`config.mk`:
```
export PLATFORM = sky130hd
export DESIGN_NAME = egress_arb
export DESIGN_NICKNAME = d
export VERILOG_FILES = /design/src/rtl/egress_arb_pkg.sv /design/src/rtl/egress_arb_rst_sync.sv /design/src/rtl/egress_arb_cfg.sv /design/src/rtl/egress_arb_policy.sv /design/src/rtl/egress_arb_owner.sv /design/src/rtl/egress_arb.sv
export SDC_FILE = /design/constraint.sdc
export NUM_CORES = 1
export LEC_CHECK = 0
export BUFFER_PORTS_ARGS = -buffer_cell sky130_fd_sc_hd__buf_2
export CORE_ASPECT_RATIO = 1.2
export CORE_MARGIN = 2
export CORE_UTILIZATION = 37
export DETAILED_ROUTE_END_ITERATION = 10
export HOLD_SLACK_MARGIN = 0.12
export PLACE_DENSITY = 0.8
export REMOVE_ABC_BUFFERS = 1
export SYNTH_ARGS = -nofsm -noshare
export SYNTH_HDL_FRONTEND = slang
export SYNTH_HIERARCHICAL = 1
export SYNTH_SLANG_ARGS = --single-unit
```
`constraint.sdc`:
```
create_clock -name clk -period 0.8 [get_ports clk]
set_input_delay 0.08 -clock clk [delete_from_list [all_inputs] [get_ports clk]]
set_output_delay 0.08 -clock clk [all_outputs]
set_load 0.005 [all_outputs]
```
`src/rtl/egress_arb_pkg.sv`:
```
package egress_arb_pkg;

  typedef enum logic [2:0] {
    POL_ALT     = 3'd0,
    POL_TX      = 3'd1,
    POL_RL      = 3'd2,
    POL_ALT_OVR = 3'd4,
    POL_TX_OVR  = 3'd5
  } policy_e;

  typedef enum logic [1:0] {
    OWN_IDLE = 2'd0,
    OWN_TX   = 2'd1,
    OWN_RL   = 2'd2
  } owner_e;

  typedef enum logic [1:0] {
    BASE_ALT = 2'd0,
    BASE_TX  = 2'd1,
    BASE_RL  = 2'd2
  } base_e;

endpackage

```
`src/rtl/egress_arb_rst_sync.sv`:
```
module egress_arb_rst_sync #(
  parameter int STAGES = 2
) (
  input  logic clk,
  input  logic rst_n,
  output logic rst_n_sync
);

  logic [STAGES-1:0] sync_q;

  generate
    for (genvar i = 0; i < STAGES; i++) begin : g_stage
      if (i == 0) begin : g_first
        always_ff @(posedge clk or negedge rst_n) begin
          if (!rst_n) sync_q[i] <= 1'b0;
          else        sync_q[i] <= 1'b1;
        end
      end else begin : g_rest
        always_ff @(posedge clk or negedge rst_n) begin
          if (!rst_n) sync_q[i] <= 1'b0;
          else        sync_q[i] <= sync_q[i-1];
        end
      end
    end
  endgenerate

  assign rst_n_sync = sync_q[STAGES-1];

endmodule

```
`src/rtl/egress_arb_cfg.sv`:
```
module egress_arb_cfg #(
  parameter int WORD_W   = 32,
  parameter int POL_W    = 3,
  parameter int POL_LSB  = 12,
  parameter int LEVEL_W  = 8
) (
  input  logic               clk,
  input  logic               rst_n,
  input  logic               wr,
  input  logic [WORD_W-1:0]  wdata,
  input  logic               frozen,
  output logic [POL_W-1:0]   policy,
  output logic [LEVEL_W-1:0] level,
  output logic [WORD_W-1:0]  rdata
);

  localparam int POL_MSB = POL_LSB + POL_W - 1;

  logic               wr_ok;
  logic [POL_W-1:0]   policy_q, policy_d;
  logic [LEVEL_W-1:0] level_q, level_d;

  assign wr_ok = wr && !frozen;

  always_comb begin
    policy_d = policy_q;
    level_d  = level_q;
    if (wr_ok) begin
      policy_d = wdata[POL_MSB:POL_LSB];
      level_d  = wdata[LEVEL_W-1:0];
    end
  end

  always_ff @(posedge clk or negedge rst_n) begin
    if (!rst_n) begin
      policy_q <= '0;
      level_q  <= '0;
    end else if (wr_ok) begin
      policy_q <= policy_d;
      level_q  <= level_d;
    end
  end

  always_comb begin
    rdata                  = '0;
    rdata[POL_MSB:POL_LSB] = policy_q;
    rdata[LEVEL_W-1:0]     = level_q;
  end

  assign policy = policy_q;
  assign level  = level_q;

endmodule

```
`src/rtl/egress_arb_policy.sv`:
```
module egress_arb_policy
  import egress_arb_pkg::*;
#(
  parameter int POL_W   = 3,
  parameter int LEVEL_W = 8
) (
  input  logic [POL_W-1:0]   policy,
  input  logic [LEVEL_W-1:0] level,
  input  logic [LEVEL_W-1:0] fill,
  input  logic               last_rl,
  input  logic               tx_req,
  input  logic               rl_req,
  output logic               pick_tx,
  output logic               pick_rl
);

  base_e base;
  logic  ovr_en;
  logic  over;
  logic  tie_to_rl;

  always_comb begin
    base   = BASE_ALT;
    ovr_en = 1'b0;
    case (policy)
      POL_ALT:     begin base = BASE_ALT; ovr_en = 1'b0; end
      POL_TX:      begin base = BASE_TX;  ovr_en = 1'b0; end
      POL_RL:      begin base = BASE_RL;  ovr_en = 1'b0; end
      POL_ALT_OVR: begin base = BASE_ALT; ovr_en = 1'b1; end
      POL_TX_OVR:  begin base = BASE_TX;  ovr_en = 1'b1; end
      default:     begin base = BASE_ALT; ovr_en = 1'b0; end
    endcase
  end

  assign over = ovr_en && (fill > level);

  always_comb begin
    if (over) begin
      tie_to_rl = 1'b1;
    end else begin
      case (base)
        BASE_TX: tie_to_rl = 1'b0;
        BASE_RL: tie_to_rl = 1'b1;
        default: tie_to_rl = !last_rl;
      endcase
    end
  end

  always_comb begin
    pick_tx = 1'b0;
    pick_rl = 1'b0;
    if (tx_req && rl_req) begin
      pick_tx = !tie_to_rl;
      pick_rl = tie_to_rl;
    end else begin
      pick_tx = tx_req;
      pick_rl = rl_req;
    end
  end

endmodule

```
`src/rtl/egress_arb_owner.sv`:
```
module egress_arb_owner
  import egress_arb_pkg::*;
(
  input  logic clk,
  input  logic rst_n,
  input  logic pick_tx,
  input  logic pick_rl,
  input  logic tx_eof,
  input  logic rl_eof,
  output logic idle,
  output logic last_rl,
  output logic tx_gnt,
  output logic rl_gnt
);

  owner_e own_q, own_d;
  logic   last_q, last_d;
  logic   last_en;

  always_comb begin
    own_d   = own_q;
    last_d  = last_q;
    last_en = 1'b0;
    case (own_q)
      OWN_IDLE: begin
        if (pick_tx) begin
          own_d   = OWN_TX;
          last_d  = 1'b0;
          last_en = 1'b1;
        end else if (pick_rl) begin
          own_d   = OWN_RL;
          last_d  = 1'b1;
          last_en = 1'b1;
        end
      end
      OWN_TX:  if (tx_eof) own_d = OWN_IDLE;
      OWN_RL:  if (rl_eof) own_d = OWN_IDLE;
      default: own_d = OWN_IDLE;
    endcase
  end

  always_ff @(posedge clk or negedge rst_n) begin
    if (!rst_n) own_q <= OWN_IDLE;
    else        own_q <= own_d;
  end

  always_ff @(posedge clk or negedge rst_n) begin
    if (!rst_n)       last_q <= 1'b1;
    else if (last_en) last_q <= last_d;
  end

  assign idle    = (own_q == OWN_IDLE);
  assign last_rl = last_q;
  assign tx_gnt  = (own_q == OWN_TX);
  assign rl_gnt  = (own_q == OWN_RL);

endmodule

```
`src/rtl/egress_arb.sv`:
```
module egress_arb #(
  parameter int WORD_W     = 32,
  parameter int POL_W      = 3,
  parameter int POL_LSB    = 12,
  parameter int LEVEL_W    = 8,
  parameter int RST_STAGES = 2
) (
  input  logic               clk,
  input  logic               rst_n,
  input  logic               cfg_wr,
  input  logic [WORD_W-1:0]  cfg_wdata,
  output logic [WORD_W-1:0]  cfg_rdata,
  input  logic               relay_en,
  input  logic               tx_req,
  input  logic               tx_eof,
  output logic               tx_gnt,
  input  logic               rl_req,
  input  logic               rl_eof,
  output logic               rl_gnt,
  input  logic [LEVEL_W-1:0] rl_fill
);

  logic               rst_n_int;
  logic [POL_W-1:0]   policy;
  logic [LEVEL_W-1:0] level;
  logic               last_rl;
  logic               idle;
  logic               pick_tx, pick_rl;

  egress_arb_rst_sync #(.STAGES(RST_STAGES)) u_rst (
    .clk        (clk),
    .rst_n      (rst_n),
    .rst_n_sync (rst_n_int)
  );

  egress_arb_cfg #(
    .WORD_W  (WORD_W),
    .POL_W   (POL_W),
    .POL_LSB (POL_LSB),
    .LEVEL_W (LEVEL_W)
  ) u_cfg (
    .clk    (clk),
    .rst_n  (rst_n_int),
    .wr     (cfg_wr),
    .wdata  (cfg_wdata),
    .frozen (relay_en),
    .policy (policy),
    .level  (level),
    .rdata  (cfg_rdata)
  );

  egress_arb_policy #(
    .POL_W   (POL_W),
    .LEVEL_W (LEVEL_W)
  ) u_pol (
    .policy  (policy),
    .level   (level),
    .fill    (rl_fill),
    .last_rl (last_rl),
    .tx_req  (tx_req && idle),
    .rl_req  (rl_req && idle),
    .pick_tx (pick_tx),
    .pick_rl (pick_rl)
  );

  egress_arb_owner u_own (
    .clk     (clk),
    .rst_n   (rst_n_int),
    .pick_tx (pick_tx),
    .pick_rl (pick_rl),
    .tx_eof  (tx_eof),
    .rl_eof  (rl_eof),
    .idle    (idle),
    .last_rl (last_rl),
    .tx_gnt  (tx_gnt),
    .rl_gnt  (rl_gnt)
  );

endmodule

```
Word level (Yosys, flattened, before mapping)
Cells that the tools add are included.
{ "totals": {"reg_bits": 16, "latch_bits": 0, "ram_bits": 0, "mem_bits_ro": 0, "input_bits": 48, "out_inout_bits": 34, "word_cells": 48, "n_memories": 0} }
{ "op_classes": {"n_addsub": 0, "n_mul": 0, "div_mod_pow": 0, "order_cmp": 1, "n_eq_ne": 11, "n_shift": 0, "mux": 16, "bitwise": 0, "reduce_logical": 14} }
{ "op_table": {"columns": ["operator", "n"], "rows": [
  ["$mux W1", 9],
  ["$gt A8 B8 Y1", 1],
  ["$mux W2", 4],
  ["$eq A3 B3 Y1 const B", 2],
  ["$pmux W2 S3", 1],
  ["$reduce_and A3 Y1", 2],
  ["$logic_and A1 B1 Y1", 5],
  ["$eq A2 B1 Y1 const B", 2],
  ["$eq A2 B2 Y1 const B", 2],
  ["$ne A2 B2 Y1 const B", 2],
  ["$pmux W2 S2", 1],
  ["$reduce_or A2 Y1", 2],
  ["$eq A3 B1 Y1 const B", 1],
  ["$eq A3 B2 Y1 const B", 1],
  ["$logic_not A1 Y1", 3],
  ["$ne A3 B1 Y1 const B", 1],
  ["$logic_not A2 Y1", 1],
  ["$pmux W1 S2", 1],
  ["$reduce_bool A2 Y1", 1]
]} }

Longest topological paths before layout
Gate-level depths: netlist of run 1.
{ "depth": {"ltp_word": 11, "mapped_depth": 8, "depth_no_buf": 8} }

Hierarchy
The synthesis of run 1 kept the hierarchy.
{ "by_module_without_submodules": {"columns": ["mod", "instances", "cells_each", "area_each_um2", "seq_area_each_um2"], "rows": [
  ["egress_arb_cfg", 1, 57, 714.4, 275.3],
  ["egress_arb_policy", 1, 38, 276.5, 0.0],
  ["egress_arb_owner", 1, 13, 143.9, 76.3],
  ["egress_arb_rst_sync", 1, 3, 53.8, 50.0],
  ["egress_arb", 1, 2, 12.5, 0.0]
]} }

Worst setup path before layout of run 1
No wires, ideal clock.
{ "synth_path": {"path_kind": "register to register", "start": "register u_cfg.policy_q[2] (netlist: u_cfg/policy[2])", "end": "register u_own.own_q[1]", "arrival_ns": 1.823, "slack_ns": -1.100, "path_stages_with_launch": 9, "synth_period_minus_slack_ns": 1.900, "cell_sequence": "dfrtp_1 > nor3b_1 > ha_1 > and2_0 > o21ai_1 > nand2b_1 > o211a_1 > or3b_1 > a21oi_1"} }
{ "synth_between": {"elab_cells_between_ends": 20, "classes_between": "7 x eq/ne; 8 x mux; 5 x reduce/logical"} }
{ "synth_rtl": {"columns": ["element", "line", "rtl"], "rows": [
  ["start, declared", "egress_arb_cfg.sv:20", "logic [POL_W-1:0] policy_q, policy_d;"],
  ["start signal, assigned", "egress_arb_cfg.sv:39", "policy_q <= policy_d;"],
  ["$eq A3 B1 Y1 / $eq A3 B3 Y1 (equally long branches)", "egress_arb_policy.sv:25", "case (policy)"],
  ["$reduce_or A2 Y1 (no source line)", null, null],
  ["$pmux W2 S2", "egress_arb_policy.sv:25", null],
  ["$eq A2 B2 Y1 / $eq A2 B1 Y1 (equally long branches)", "egress_arb_policy.sv:41", "case (base)"],
  ["$pmux W1 S2", "egress_arb_policy.sv:41", null],
  ["$mux W1 *", "egress_arb_policy.sv:38", "if (over) begin"],
  ["$mux W1 *", "egress_arb_policy.sv:52", "if (tx_req && rl_req) begin"],
  ["named net pick_rl", "egress_arb.sv:28", "logic pick_tx, pick_rl;"],
  ["$ne A3 B1 Y1 (no source line) *", null, null],
  ["$reduce_and A3 Y1 (no source line) *", null, null],
  ["end signal, assigned", "egress_arb_owner.sv:44", "else own_q <= own_d;"],
  ["end, declared", "egress_arb_owner.sv:16", "owner_e own_q, own_d;"]
]} }
The timed path passes the listed nets; every way through them passes the cells marked *.
A chain may end at the register's enable or synchronous reset.

Final worst setup path of run 1
{ "layout_path": {"start": "register u_cfg.policy_q[1] (netlist: u_cfg/policy[1])", "end": "register u_own.own_q[1]"} }
{ "layout_between": {"elab_chain_len": 10, "elab_cells_between_ends": 20, "classes_between": "7 x eq/ne; 8 x mux; 5 x reduce/logical"} }
{ "layout_rtl": {"columns": ["element", "line", "rtl"], "rows": [
  ["$eq A3 B1 Y1 / $eq A3 B3 Y1 (equally long branches)", "egress_arb_policy.sv:25", null],
  ["$reduce_or A2 Y1 (no source line)", null, null],
  ["$pmux W2 S2", "egress_arb_policy.sv:25", null],
  ["$eq A2 B2 Y1 / $eq A2 B1 Y1 (equally long branches)", "egress_arb_policy.sv:41", null],
  ["$pmux W1 S2", "egress_arb_policy.sv:41", null],
  ["$mux W1 *", "egress_arb_policy.sv:38", null],
  ["$logic_not A1 Y1 *", "egress_arb_policy.sv:53", "pick_tx = !tie_to_rl;"],
  ["$mux W1 *", "egress_arb_policy.sv:52", null],
  ["named net pick_tx", "egress_arb.sv:28", null],
  ["$ne A3 B1 Y1 (no source line) / $mux W2 (equally long branches)", null, null],
  ["$reduce_and A3 Y1 (no source line) / $pmux W2 S3 (equally long branches)", null, null]
]} }
Marked as above.

==> impl_results.md, run 1 <==
* Status: finished, violations left
* Failing checks: negative setup slack
* Detailed placer's ending HPWL at 1.82 mm
* Leading area contributor after synthesis: dfrtp_1
* Vias in the first global route at 931
* Most frequent cells in the layout: 30 x buf_2, 23 x buf_6, 22 x conb_1
* Endpoints failing setup at 27
* Synth area leaders: dfrtp_1 31%, buf_4 20%, mux2_4 13%, ha_1 9.4%, inv_1 2.5%
* Fin. Hold Viols at 0
* HP Class: input pin to register
* Clock latency on the worst-skew pair at 0.29 ns
* Place WS at -1.31 ns
* Library cells used by synthesis at 29
* Synth async-reset ratio at 100%
* Num CTS Buffers at 3
* Post-synth EDFFs at 0
* Largest fanout on the critical path at 3
* CTS clock-pin slew for the worst setup and hold paths at 0.10 ns
* Leakage at 0.918 nW
* Max-slew violation count at 0
* Antenna violations before repair at 0
* Gr ovfl total at 0
* Chip height at 66.4 µm
* FF+latch area at 402 µm²
* Total I/O pin count at 82
* Fillcell total at 291
* Final wirelength at 2.54 mm
* Root buffer cell: clkbuf_4
* Setup TNS at -8.20 ns
* Seq cells post-synth at 16
* Worst supply voltage drop on vdd at 1.33 mV
* Commonest non-fill, non-tap cell in the layout: buf_2
* Worst EP arrival at 2.26 ns
* CP max stage cell: dfrtp_1
* Critical path cell sequence: nor3b_2 -> ha_1 -> and2_1 -> o21ai_2 -> or3_4 -> o211ai_1 -> or3b_1 -> a21oi_1
* RSZ-0062 raised after global routing: true
* Syn-to-layout area delta at 45.2%
* Synth top area share at 31.3%
* Vias/cell at 4.33
* First-pass GRT wire length at 4.08 mm
* Vias at 922
* Drt initial violations at 14
* Post-layout minimum cycle time at 2.07 ns
* Max Cap Viol at 0
* Clock sink count at 16
* Detailed Routing Iterations Pass 1 at 3
* Starting density of the core at 39.0%
* Critical Path Source Type: register
* Layout cells sized above 1 at 46.9%
* Power Density at 1980 nW/µm²
* DRC at 0
* Main synth FF type: dfrtp_1
* Synth Area per Inst at 10.6 µm²
* Clock Tree Buf Depth at 2
* Gate Count Post-Synth at 113
* Clk_skew at 0.00302 ns
* Critical Path End Type: register
* PortBufs at 39
* CTS tree: yes
* Required time of the worst setup path at 0.99 ns
* Ant. Diodes at 0
* Final Worst Setup Slack at -1.27 ns
* YS warnings at 6
* Worst R2R Setup Slack at -1.27 ns
* H-Tree Depth at 1
* Maximum clock frequency at 0.483 GHz
* Routability cong. at 0.787
* Wire length per cell at 11.9 µm
* Multi-input logic area at 612 µm²
* Post-DRT Antenna Nets at 0
* DIE WIDTH at 56.0 µm
* Slowest stage delay, CP at 0.40 ns
* Final worst-path cycle share at 259%
* Total Routing Usage GR at 14.1%
* WS Path Type: register to register
* Largest net degree at the start of global routing at 12
* Placeable Area at 3080 µm²
* Final net count at 235
* Sequential area share after synthesis at 33.4%
* Netlist Area Pre-Place at 1200 µm²
* Die ar. at 3720 µm²
* Cell Rows at 22
metal layers:
metal	global-route usage [%]	wire length (µm)
met2	27.5	1370
met1	14.9	953
met3	3.72	213
met4	3.57	0
met5	0	0
path summary, 6_finish.rpt:
| kind | start | depth (start not counted) | endpoint |
|---|---|---|---|
| min in group asynchronous | u_rst/rst_n_sync$_DFF_PN0_ | 0 | u_own/own_q[1]$_DFFE_PN0P_ |
| hold / removal | rl_eof | 3 | u_own/own_q[1]$_DFFE_PN0P_ |
| max in group asynchronous | rst_n | 3 | u_rst/rst_n_sync$_DFF_PN0_ |
| hold reg to reg | u_rst/rst_n_sync$_DFF_PN0_ | 0 | u_own/own_q[1]$_DFFE_PN0P_ |
| setup / recovery | u_cfg/policy[1]$_DFFE_PN0P_ | 8 | u_own/own_q[1]$_DFFE_PN0P_ |
| setup reg to reg | u_cfg/policy[1]$_DFFE_PN0P_ | 8 | u_own/own_q[1]$_DFFE_PN0P_ |
Yosys cell counts (all sizes together) (2+ instances only):
library cell	instances
nand2b	3
nor3b	2
o211ai	2
nor2	4
and2	3
nand4	2
mux2	11
conb	2
nor2b	4
a211oi	2
dfrtp	15
a21oi	3
o21ai	3
buf	33
inv	8
ha	9
cell type report:
type / count / share of cell area (%)
Clock buffer: 4 / 2.08
Sequential cell: 16 / 23.0
Timing Repair Buffer: 73 / 35.5
Multi-Input combinational cell: 76 / 35.1
Tap cell: 36 / 2.58
Inverter: 8 / 1.72
worst max-delay path: cells and delay by family, from the launching register on:
family          cells  cell delay (ns)
flops               1             0.40
fa+ha+maj           1             0.31
simple gates        4             0.87
compound gates      3             0.39
metrics by stage:
step | utilization, % | power, mW | area (µm²) | cells | hold slack (ns)
2_1_floorplan | - | 1.82 | 1020 | 100 | -0.216
3_3_place_gp | 45.0 | 2.37 | 1390 | 191 | -0.129
3_5_place_dp | 45.0 | 2.45 | 1390 | 191 | -0.130
4_1_cts | 54.5 | 3.27 | 1680 | 210 | 0.0261
5_1_grt | 56.6 | 3.72 | 1740 | 213 | 0.0372
6_report | 56.6 | 3.45 | 1740 | 213 | 0.0333
logic make-up (layout without fill, tap and decap cells):
logic type               after synthesis  in the layout  synth area share, %
AO/OA/AOI/OAI                         12             12                 6.98
adder cells (fa/ha/maj)                9              9                 9.38
buffers and inverters                 41             85                 24.2
flip-flops                            16             16                 33.4
multiplexers                          11             11                 13.4
other                                  2             22                0.625
AND/OR/NAND/NOR                       22             22                 12.0
timing repair:
| action | CTS | global route |
|---|---|---|
| hold buffers | 14 | 1 |
| buffers inserted | 5 | 6 |
| gates resized for setup | 22 | 11 |
| pin swaps | 10 | 5 |
| endpoints found under the setup margin | 27 | 29 |
| hold endpoints to repair | 18 | 6 |
report_power, final:
group | internal, mW | switching, mW
Clock | 0.277 | 0.269
Sequential | 0.990 | 0.113
Combinational | 1.14 | 0.662
sequential cells by signal, indices dropped and copies added (netlist names):
name	flops
u_cfg/level	8
u_cfg/policy	3
u_own/own_q	2
u_own/last_rl	1
u_rst/rst_n_sync	1
u_rst/sync_q	1
Note: power is estimated with default switching activity, not from simulation.
==> inputs of run 2 (changes only) <==
Settings changed: CORE_ASPECT_RATIO 1.2 to unset.
==> impl_results.md, run 2 (synthesis gave the netlist of run 1 again) <==
* R2R Path Start: u_cfg/policy[1]$_DFFE_PN0P_ (unchanged)
* Clk_skew at 0.00870 ns (was 0.00302 ns)
* Critical Path Source Type: register (unchanged)
* PortBufs at 39 (unchanged)
* Total I/O pin count at 82 (unchanged)
* Hold endpoint: u_own/own_q[1]$_DFFE_PN0P_ (unchanged)
* Critical Path End Type: register (unchanged)
* Cell Rows at 20 (was 22)
* Fillcell total at 267 (was 291)
* Worst EP arrival at 2.28 ns (was 2.26 ns)
* Clock latency on the worst-skew pair at 0.28 ns (was 0.29 ns)
* Syn-to-layout area delta at 53.6% (was 45.2%)
* Final worst-path cycle share at 263% (was 259%)
* Post-layout minimum cycle time at 2.10 ns (was 2.07 ns)
* CTS clock-pin slew for the worst setup and hold paths at 0.09 ns (was 0.10 ns)
* Worst hold path stage count at 3 (unchanged)
* Fin cells at 231 (was 213)
* Post-DRT Antenna Nets at 0 (unchanged)
* Fin. Hold Viols at 0 (unchanged)
* Max-slew violation count at 0 (unchanged)
* RSZ-0062 raised after global routing: true (unchanged)
* Power Density at 1960 nW/µm² (was 1980 nW/µm²)
* Total Routing Usage GR at 14.4% (was 14.1%)
* Detailed placer's ending HPWL at 1.74 mm (was 1.82 mm)
* Final net count at 245 (was 235)
* DIE WIDTH at 61.0 µm (was 56.0 µm)
* Num CTS Buffers at 3 (unchanged)
* Vias at 971 (was 922)
* Final wirelength at 2.57 mm (was 2.54 mm)
* First-pass GRT wire length at 3.88 mm (was 4.08 mm)
* Leakage at 0.968 nW (was 0.918 nW)
* Placed cells at 200 (was 191)
* Max Cap Viol at 0 (unchanged)
* Vias/cell at 4.20 (was 4.33)
* Largest net degree at the start of global routing at 15 (was 12)
* Most frequent cells in the layout: 30 x buf_6, 29 x buf_2, 22 x conb_1 (was 30 x buf_2, 23 x buf_6, 22 x conb_1)
* Ant. Diodes at 0 (unchanged)
* Crit path launch: u_cfg/policy[1]$_DFFE_PN0P_ (unchanged)
* Starting density of the core at 39.0% (about the same)
* Final Worst Setup Slack at -1.30 ns (was -1.27 ns)
* Required time of the worst setup path at 0.98 ns (was 0.99 ns)
* Clock sink count at 16 (unchanged)
* Final core occ at 60.0% (was 56.6%)
* Reg2Reg Depth at 8 (unchanged)
* Maximum clock frequency at 0.476 GHz (was 0.483 GHz)
* WS Path Type: register to register (unchanged)
* Layout cells sized above 1 at 51.3% (was 46.9%)
* Routability cong. at 0.793 (was 0.787)
* Root buffer cell: clkbuf_4 (unchanged)
* Wire length per cell at 11.1 µm (was 11.9 µm)
* Max FFs per register at 8 (unchanged)
* Failing checks: negative setup slack (unchanged)
* Setup TNS at -9.53 ns (was -8.20 ns)
* Drt initial violations at 2 (was 14)
* Endpoints failing setup at 27 (unchanged)
* Status: finished, violations left (unchanged)
* Chip height at 61.0 µm (was 66.4 µm)
* CTS tree: yes (unchanged)
* H-Tree Depth at 1 (unchanged)
* Post-CTS Hold Buffers at 14 (unchanged)
* HP Class: input pin to register (unchanged)
* Placeable Area at 3080 µm² (about the same)
* Worst R2R Setup Slack at -1.30 ns (was -1.27 ns)
* Clock Tree Buf Depth at 2 (unchanged)
* Gr ovfl total at 0 (unchanged)
* Die ar. at 3720 µm² (about the same)
* DRC at 0 (unchanged)
* Largest fanout on the critical path at 3 (unchanged)
* HP Start: rl_eof (unchanged)
* Antenna violations before repair at 0 (unchanged)
* Total chip power at 3.62 mW (was 3.45 mW)
* Commonest non-fill, non-tap cell in the layout: buf_6 (was buf_2)
* Worst supply voltage drop on vdd at 0.925 mV (was 1.33 mV)
* Critical R2R Capture: u_own/own_q[1]$_DFFE_PN0P_ (unchanged)
* Vias in the first global route at 965 (was 931)
* Detailed Routing Iterations Pass 1 at 2 (was 3)
## run 2: how the worst max path moves through the flow
| stage | endpoint | slack [ns] | cells past startpoint |
|---|---|---|---|
| after detailed placement | u_own/own_q[1]$_DFFE_PN0P_ | -1.26 | 8 |
| final | u_own/own_q[1]$_DFFE_PN0P_ | -1.30 | 8 |
| after floorplan | u_own/own_q[1]$_DFFE_PN0P_ | -1.12 | 8 |
| after CTS | u_own/own_q[1]$_DFFE_PN0P_ | -1.22 | 8 |
| after global placement | u_own/own_q[1]$_DFFE_PN0P_ | -1.13 | 8 |
| after global routing | u_own/own_q[0]$_DFFE_PN0P_ | -1.42 | 8 |
## run 2: layer usage
layer	vias to the layer above	GRT usage (%)	wire, µm
met2	40	27.5	1410
met3	6	1.92	142
li1	475	-	-
met4	0	5.59	44
met1	450	15.8	975
met5	-	0	0
## run 2: power breakdown
group          internal, mW  total [mW]  switching, mW  leakage [nW]
clock                 0.193       0.447          0.254        0.0150
sequential            0.990        1.09          0.105         0.188
combinational          1.33        2.07          0.747         0.764
## run 2: repair_timing
item / in CTS / in global routing
setup buffers: 14 / 4
endpoints found under the hold margin: 15 / 1
resized for setup: 28 / 13
endpoints found under the setup margin: 27 / 27
pin swaps: 4 / 8
## run 2: cell type report
| class | count | area, µm² | share of cell area, % |
|---|---|---|---|
| repair buffers | 83 | 711 | 38.5 |
| multi-input cells | 76 | 622 | 33.7 |
| flip-flops and latches | 16 | 402 | 21.8 |
| well taps | 44 | 55.1 | 2.98 |
| inverters | 8 | 30.0 | 1.63 |
| clock buffers | 4 | 26.3 | 1.42 |
## run 2: metrics by stage
stage               hold slack (ns)  cell area (µm²)  worst slack, ns
floorplan                    -0.216             1020            -1.12
global route                 0.0689             1850            -1.42
global placement             -0.134             1410            -1.13
detailed placement           -0.133             1410            -1.26
CTS                          0.0334             1780            -1.22
finish                       0.0659             1850            -1.30
## run 2: critical path: stages, from the launching register on
cell,delay [ns]
dfrtp_1,0.41
nor3b_2,0.16
ha_1,0.33
nor2_2,0.14
o21ai_2,0.07
or3_4,0.37
o211a_1,0.24
or3b_4,0.24
a21oi_2,0.04
